[src/rtl/hankel_pkg.sv]
package hankel_pkg;

    // Which half of the generating word a cell taps.
    typedef enum logic {
        TAP_LOW  = 1'b0,   // anti-diagonal index below D
        TAP_HIGH = 1'b1    // anti-diagonal index D or above
    } tap_kind_e;

    // Width of the generating word for a D x D Hankel matrix.
    function automatic int gen_width(input int dim);
        return 2 * dim - 1;
    endfunction

    // Column (vector bit) consumed by a pipeline stage: most significant first.
    function automatic int col_of_stage(input int stage, input int dim);
        return dim - 1 - stage;
    endfunction

    // Cell flavour for matrix entry (row, col).
    function automatic tap_kind_e tap_kind(input int row, input int col, input int dim);
        return (row + col < dim) ? TAP_LOW : TAP_HIGH;
    endfunction

    // Bit offset inside the selected half of the generating word.
    function automatic int tap_offset(input int row, input int col, input int dim);
        return (row + col < dim) ? (row + col) : (row + col - dim);
    endfunction

endpackage

[src/rtl/hankel_cell.sv]
module hankel_cell
    import hankel_pkg::*;
#(
    parameter int D   = 8,
    parameter int ROW = 0,
    parameter int COL = 0
) (
    input  logic [D-1:0] gen_lo,
    input  logic [D-2:0] gen_hi,
    input  logic         vec_bit,
    input  logic         psum_in,
    output logic         psum_out
);

    localparam tap_kind_e KIND = tap_kind(ROW, COL, D);
    localparam int        OFS  = tap_offset(ROW, COL, D);

    logic mat_bit;
    logic unused_taps;

    generate
        if (KIND == TAP_LOW) begin : g_low
            assign mat_bit = gen_lo[OFS];
        end else begin : g_high
            assign mat_bit = gen_hi[OFS];
        end
    endgenerate

    // Bits of the generating word that this cell does not tap.
    assign unused_taps = ^{gen_lo, gen_hi};

    // One GF(2) multiply-accumulate: AND then XOR.
    assign psum_out = psum_in ^ (vec_bit & mat_bit);

endmodule

[src/rtl/hankel_stage.sv]
module hankel_stage
    import hankel_pkg::*;
#(
    parameter int D     = 8,
    parameter int STAGE = 0
) (
    input  logic                    clk,
    input  logic                    rst,
    input  logic                    in_valid,
    input  logic [gen_width(D)-1:0] in_gen,
    input  logic [D-1:0]            in_vec,
    input  logic [D-1:0]            in_acc,
    output logic                    out_valid,
    output logic [gen_width(D)-1:0] out_gen,
    output logic [D-1:0]            out_vec,
    output logic [D-1:0]            out_acc
);

    localparam int GW  = gen_width(D);
    localparam int COL = col_of_stage(STAGE, D);

    typedef struct packed {
        logic          valid;
        logic [GW-1:0] gen;
        logic [D-1:0]  vec;
        logic [D-1:0]  acc;
    } slot_t;

    slot_t        slot_q;
    slot_t        slot_d;
    logic [D-1:0] acc_next;

    // One column of cells: every row folds in vector bit COL.
    generate
        for (genvar r = 0; r < D; r++) begin : g_row
            hankel_cell #(
                .D   (D),
                .ROW (r),
                .COL (COL)
            ) u_cell (
                .gen_lo   (in_gen[D-1:0]),
                .gen_hi   (in_gen[GW-1:D]),
                .vec_bit  (in_vec[COL]),
                .psum_in  (in_acc[r]),
                .psum_out (acc_next[r])
            );
        end
    endgenerate

    // Empty slots travel as all-zero words.
    always_comb begin
        slot_d = '0;
        if (in_valid) begin
            slot_d.valid = 1'b1;
            slot_d.gen   = in_gen;
            slot_d.vec   = in_vec;
            slot_d.acc   = acc_next;
        end
    end

    always_ff @(posedge clk) begin
        if (rst) begin
            slot_q <= '0;
        end else begin
            slot_q <= slot_d;
        end
    end

    assign out_valid = slot_q.valid;
    assign out_gen   = slot_q.gen;
    assign out_vec   = slot_q.vec;
    assign out_acc   = slot_q.acc;

endmodule

[src/rtl/hankel_systolic.sv]
module hankel_systolic
    import hankel_pkg::*;
#(
    parameter int D = 8
) (
    input  logic                    clk,
    input  logic                    rst,
    input  logic                    in_valid,
    input  logic [gen_width(D)-1:0] h,
    input  logic [D-1:0]            b,
    output logic                    out_valid,
    output logic [D-1:0]            c
);

    localparam int GW = gen_width(D);

    typedef struct packed {
        logic          valid;
        logic [GW-1:0] gen;
        logic [D-1:0]  vec;
    } front_t;

    front_t front_q;

    // Chain index 0 is the input register; index s+1 is the output of stage s.
    logic [D:0]    v_chain;
    logic [GW-1:0] g_chain [D+1];
    logic [D-1:0]  b_chain [D+1];
    logic [D-1:0]  a_chain [D+1];
    logic          unused_tail;

    always_ff @(posedge clk) begin
        if (rst) begin
            front_q <= '0;
        end else if (in_valid) begin
            front_q.valid <= 1'b1;
            front_q.gen   <= h;
            front_q.vec   <= b;
        end else begin
            front_q <= '0;
        end
    end

    assign v_chain[0] = front_q.valid;
    assign g_chain[0] = front_q.gen;
    assign b_chain[0] = front_q.vec;
    assign a_chain[0] = '0;

    generate
        for (genvar s = 0; s < D; s++) begin : g_stage
            hankel_stage #(
                .D     (D),
                .STAGE (s)
            ) u_stage (
                .clk       (clk),
                .rst       (rst),
                .in_valid  (v_chain[s]),
                .in_gen    (g_chain[s]),
                .in_vec    (b_chain[s]),
                .in_acc    (a_chain[s]),
                .out_valid (v_chain[s+1]),
                .out_gen   (g_chain[s+1]),
                .out_vec   (b_chain[s+1]),
                .out_acc   (a_chain[s+1])
            );
        end
    endgenerate

    // The operands are no longer needed once the last stage has them.
    assign unused_tail = ^{g_chain[D], b_chain[D]};

    assign out_valid = v_chain[D];
    assign c         = a_chain[D];

endmodule

[config.mk]
export PLATFORM = sky130hd
export DESIGN_NAME = hankel_systolic
export DESIGN_NICKNAME = d
export VERILOG_FILES = /design/src/rtl/hankel_pkg.sv /design/src/rtl/hankel_cell.sv /design/src/rtl/hankel_stage.sv /design/src/rtl/hankel_systolic.sv
export SDC_FILE = /design/constraint.sdc
export NUM_CORES = 1
export LEC_CHECK = 0
export BUFFER_PORTS_ARGS = -buffer_cell sky130_fd_sc_hd__buf_2
export CAP_MARGIN = 10
export CORE_MARGIN = 3
export CORE_UTILIZATION = 41
export DETAILED_ROUTE_END_ITERATION = 10
export HOLD_SLACK_MARGIN = 0.02
export RECOVER_POWER = 25
export SETUP_SLACK_MARGIN = 0.1
export SYNTH_ARGS = -nofsm -noshare
export SYNTH_HDL_FRONTEND = slang
export SYNTH_SLANG_ARGS = --single-unit
[constraint.sdc]
create_clock -name clk -period 2.85 [get_ports clk]
set_input_delay 0.57 -clock clk [delete_from_list [all_inputs] [get_ports clk]]
set_output_delay 0.57 -clock clk [all_outputs]
set_load 0.05 [all_outputs]
# [Word-level counts from Yosys, hierarchy flattened]
# Index checks and enable logic that the tools add are counted.
[word_totals] elab_cells=180 n_memories=0 mem_bits_ro=0 ramBits=0 latch_bits=0 input_bits=26 register_bits=257
[classes] eq_ne=0 n_mux=9 mul=0 add_sub_neg=0 order_cmp=0 bitwise_logic=129 n_div=0 shift=0 n_reduce_logical=9
[ops] operator="32-bit 2-to-1 mux" n=8
[ops] operator="1-bit AND" n=64
[ops] operator="1-bit bitwise XOR" n=56
[ops] operator="24-bit 2-to-1 mux" n=1
[ops] operator="2-bit OR reduction" n=9
[ops] operator="1-bit inverter" n=9

# [Depth between registers and ports, before layout]
[logic_depth] word_depth=3 mapped_depth=5

# [Cells and area by module]
# Synthesis repeated with hierarchy kept, for this count alone.
[unflattened] hier_cells=741 area_unflattened_um2=9105.0
[modules_own_cells] mod="hankel_stage" instances=8 area_per_inst_um2=948.4 cells_each=70
[modules_own_cells] mod="hankel_cell" instances=64 area_per_inst_um2=12.5 cells_each=2
[modules_own_cells] mod="hankel_systolic" instances=1 area_per_inst_um2=716.9 cells_each=53

# [Worst setup path after synthesis]
# OpenSTA, ideal clock, no wires.
[synth_path] kind="input -> register" startpoint="input rst" endpoint="register g_stage[4].u_stage.slot_q (netlist bit g_stage[4].u_stage.out_gen[4])" n_path_buf=2 stages=5 path_slack_ps=1629 t_arrival_ps=1106 setup_ps=115 path_cell_list="nand2b_1 > buf_4 > inv_2 > buf_4 > and2_1"
[synth_via] elab_chain_cells=1
[synth_lines] element="start, declared" line="hankel_systolic.sv:7" text="input logic rst,"
[synth_lines] element="2-bit OR reduction (no line)"
[synth_lines] element="end signal, assigned" line="hankel_stage.sv:65" text="slot_q <= slot_d;"
[synth_lines] element="end, declared" line="hankel_stage.sv:29" text="slot_t slot_q;"
# No other way between the ends.
# A chain may end at the register's enable or synchronous reset.

# [Worst setup path after layout]
[layout_path] startpoint="register g_stage[7].u_stage.slot_q (netlist bit g_stage[7].u_stage.out_acc[5])" endpoint="output c[5]"
[layout_rtl] element="start, declared" line="hankel_stage.sv:29"
[layout_rtl] element="start signal, assigned" line="hankel_stage.sv:65"
[layout_rtl] element="end, declared" line="hankel_systolic.sv:12" text="output logic [D-1:0] c"
# No word-level cell between the ends.

==> key figures <==
Worst setup path
  – Slowest CP cell: dfxtp_1
  – Worst Path Max Fanout: 1
  – Worst Path Buf+Inv: 1
  – Worst endpoint data arrival time: a little over 1 ns
  – R2R depth: 3
  – Crit path to: c[5]
  – Crit Path Class: reg2out
  – Reg2reg end: g_stage[1].u_stage.out_gen[3]
  – Critical-path cell list: buf_2
  – Worst Path Required: 2.28 ns
  – Worst path depth: 1
  – Crit-path leading delay family: flip-flops
  – Reg2Reg Setup Slack: approximately 1.7 ns
  – Setup crit end kind: output pin
  – CP startpoint: g_stage[7].u_stage.out_acc[5]
  – CP max stage delay: 0.30 ns
  – Reg2reg start: g_stage[0].u_stage.out_valid
  – Kind of start point of the critical path: flop

Cells and area
  – Final #Nets: around 600
  – Ant diodes: 0
  – Layout fillers: approximately 1400
  – Storage element area: just over 4000 um2
  – Final Instance Area: about 7400 um2
  – Multi-input logic area: ~2200 um2
  – Share of layout cells above drive strength 1: 20.5%
  – Core Util, Final: 48.2%
  – Synthesis-to-layout area growth: 14.9%

Flow run
  – Max_cap viols: 0

STA
  – Clock Skew: around 0.007 ns
  – Final setup fails: 0
  – Peak Freq: 627 MHz
  – RSZ-0062 raised after global routing: false
  – Worst-Margin Slew: about 0.64 ns
  – Final period utilization: between 50 and 60%
  – Tmin final: about 1.6 ns
  – Final slew viol count: 0
  – Final hold vios: 0
  – Slew margin rel.: 57.4%
  – Setup TNS: 0 ns

Pwr
  – Leak: 2.87 nW
  – Pwr dens: around 750 nW/um2
  – Worst VDD drop: 0.000426 V

Logic synthesis
  – Synth cell types: 16
  – Post-synth top area cell: dfxtp_1
  – Dominant cells by area after synthesis: dfxtp_1, and2_1, a21bo_2
  – Syn Area/Cell: between 10 and 15 um2
  – Synth Register Bits: 201
  – Synth warnings: 0
  – Syn_nets: 579
  – Sequential share of the synthesized area: 62.9%
  – Mapped cell area: approximately 6400 um2
  – Post-Synthesis Cells: roughly 550
  – Synth top area share: 62.9%

Clock tree
  – CTS sink count: roughly 200
  – Clock Latency Late Sink: between 0.4 and 0.5 ns
  – Deepest level of the CTS H-tree: 1
  – Root buffer cell: clkbuf_16
  – Cells resized by post-CTS repair: 0
  – Postcts setup bufs: 0
  – CTS Buf Count: 21
  – CTS tree: built
  – Post-cts hold buffer count: 0
  – CTS max path bufs: 3
  – Clock-pin slew on the worst setup and hold paths: 0.06 ns

Place
  – I/O Buffers: 34
  – Dpl cell area: between 6000 and 7000 um2
  – HPWL after DPL: roughly 5500 um
  – Gpl congestion: just under 0.7

Status
  – Status: complete, no violations

Floorplanning
  – Initial Utilization: between 40% and 50%
  – Die Area: 17100 um2
  – Chip Width: 131 um
  – # IOs: 35
  – Core area: ~15000 um2
  – FP Rows: 45
  – Chip height: ~130 um

Routing
  – Drt initial violations: 72
  – Via count: about 3500
  – Detail Route Antenna Nets: 0
  – Vias per std cell: about 4.3
  – DRC Markers: 0
  – Router iterations before antenna repair: 4
  – Final wirelength: around 7700 um
  – WL/cell: 9.58 um

Global route
  – Vias in the first global route: around 3200
  – GRT Overall Usage: 9.39%
  – First-pass GRT wire length: roughly 14000 um
  – Gr ovfl total: 0
  – Initial antenna violation count: 0
  – Largest net degree at the start of global routing: 31

Hold path
  – Hold Path Class: in2reg
-- how the worst min path moves through the flow --
stage	start	to	slack, ns	cells past startpoint
detailed placement	g_stage[0].u_stage.out_vec[5]	g_stage[1].u_stage.out_vec[5]	0.41	1
global placement	b_chain[70]	g_stage[0].u_stage.out_vec[6]	0.41	1
global route	h[6]	front_q[14]	0.27	2
finish	h[11]	front_q[19]	0.29	2
floorplan	g_stage[4].u_stage.out_gen[0]	g_stage[5].u_stage.out_gen[0]	0.41	1
CTS	b[6]	b_chain[70]	0.27	2
-- report_power, final --
part           switching, W  total (W)  internal (W)
clock network      0.000995    0.00264       0.00165
registers        0.00000587    0.00283       0.00283
logic             0.0000190  0.0000411     0.0000221
-- layout by cell type (no fill, tap or decap) --
cell type     n
a21bo_2      56
a21oi_1      56
and2_0        7
and2_1      121
and2b_1       1
and3_1        8
buf_2        33
bufinv_16     2
clkbuf_1      7
clkbuf_16    21
clkbuf_8      4
clkinv_2      3
clkinvlp_4    1
dfxtp_1     201
inv_1         7
inv_6         2
nand2b_1      7
nand3b_1     56
nor2b_1       1
-- state kept, by name (all words and copies together) (netlist names) --
name,cells
g_stage.u_stage.out_valid,8
g_stage.u_stage.out_acc,64
b_chain,8
g_stage.u_stage.out_vec,28
g_stage.u_stage.out_gen,77
front_q,16
-- synth_stat cells --
library cell and n:
a21bo_2 56, a21oi_1 56, and2_1 128, and2b_1 1
and3_1 8, buf_2 11, buf_4 6, buf_6 3
clkbuf_1 11, clkbuf_2 1, dfxtp_1 201, inv_1 1
inv_2 6, nand2b_1 7, nand3b_1 56, nor2b_1 1
-- metal layers --
layer	up-vias	track usage, %	routed length, um
met5	-	0	0
met4	0	3.75	214
met3	23	2.24	351
met2	60	17.1	3850
met1	1507	10.5	3300
li1	1875	-	-
-- stage by stage --
stage | total power, W | setup slack (ns) | hold slack (ns) | cells
CTS | 0.00561 | 1.23 | 0.270 | 805
detailed placement | 0.00294 | 1.19 | 0.412 | 767
global placement | 0.00294 | 1.24 | 0.410 | 767
finish | 0.00552 | 1.25 | 0.288 | 805
floorplan | 0.00292 | 1.63 | 0.406 | 553
global route | 0.00571 | 1.20 | 0.269 | 805
-- cell type report --
type / instances / share of cell area, %
Sequential cell: 201 / 54.7
Multi-Input combinational cell: 313 / 29.5
Clock buffer: 30 / 8.15
Tap cell: 211 / 3.59
Timing Repair Buffer: 35 / 2.35
Clock inverter: 8 / 1.36
Inverter: 7 / 0.357
-- cell families after synthesis --
logic type,synth area share (%)
AOI/OAI and AO/OA,13.1
buffers and inverters,3.23
DFF,62.9
and+or+nand+nor,20.8
(Power assumes the default switching activity.)
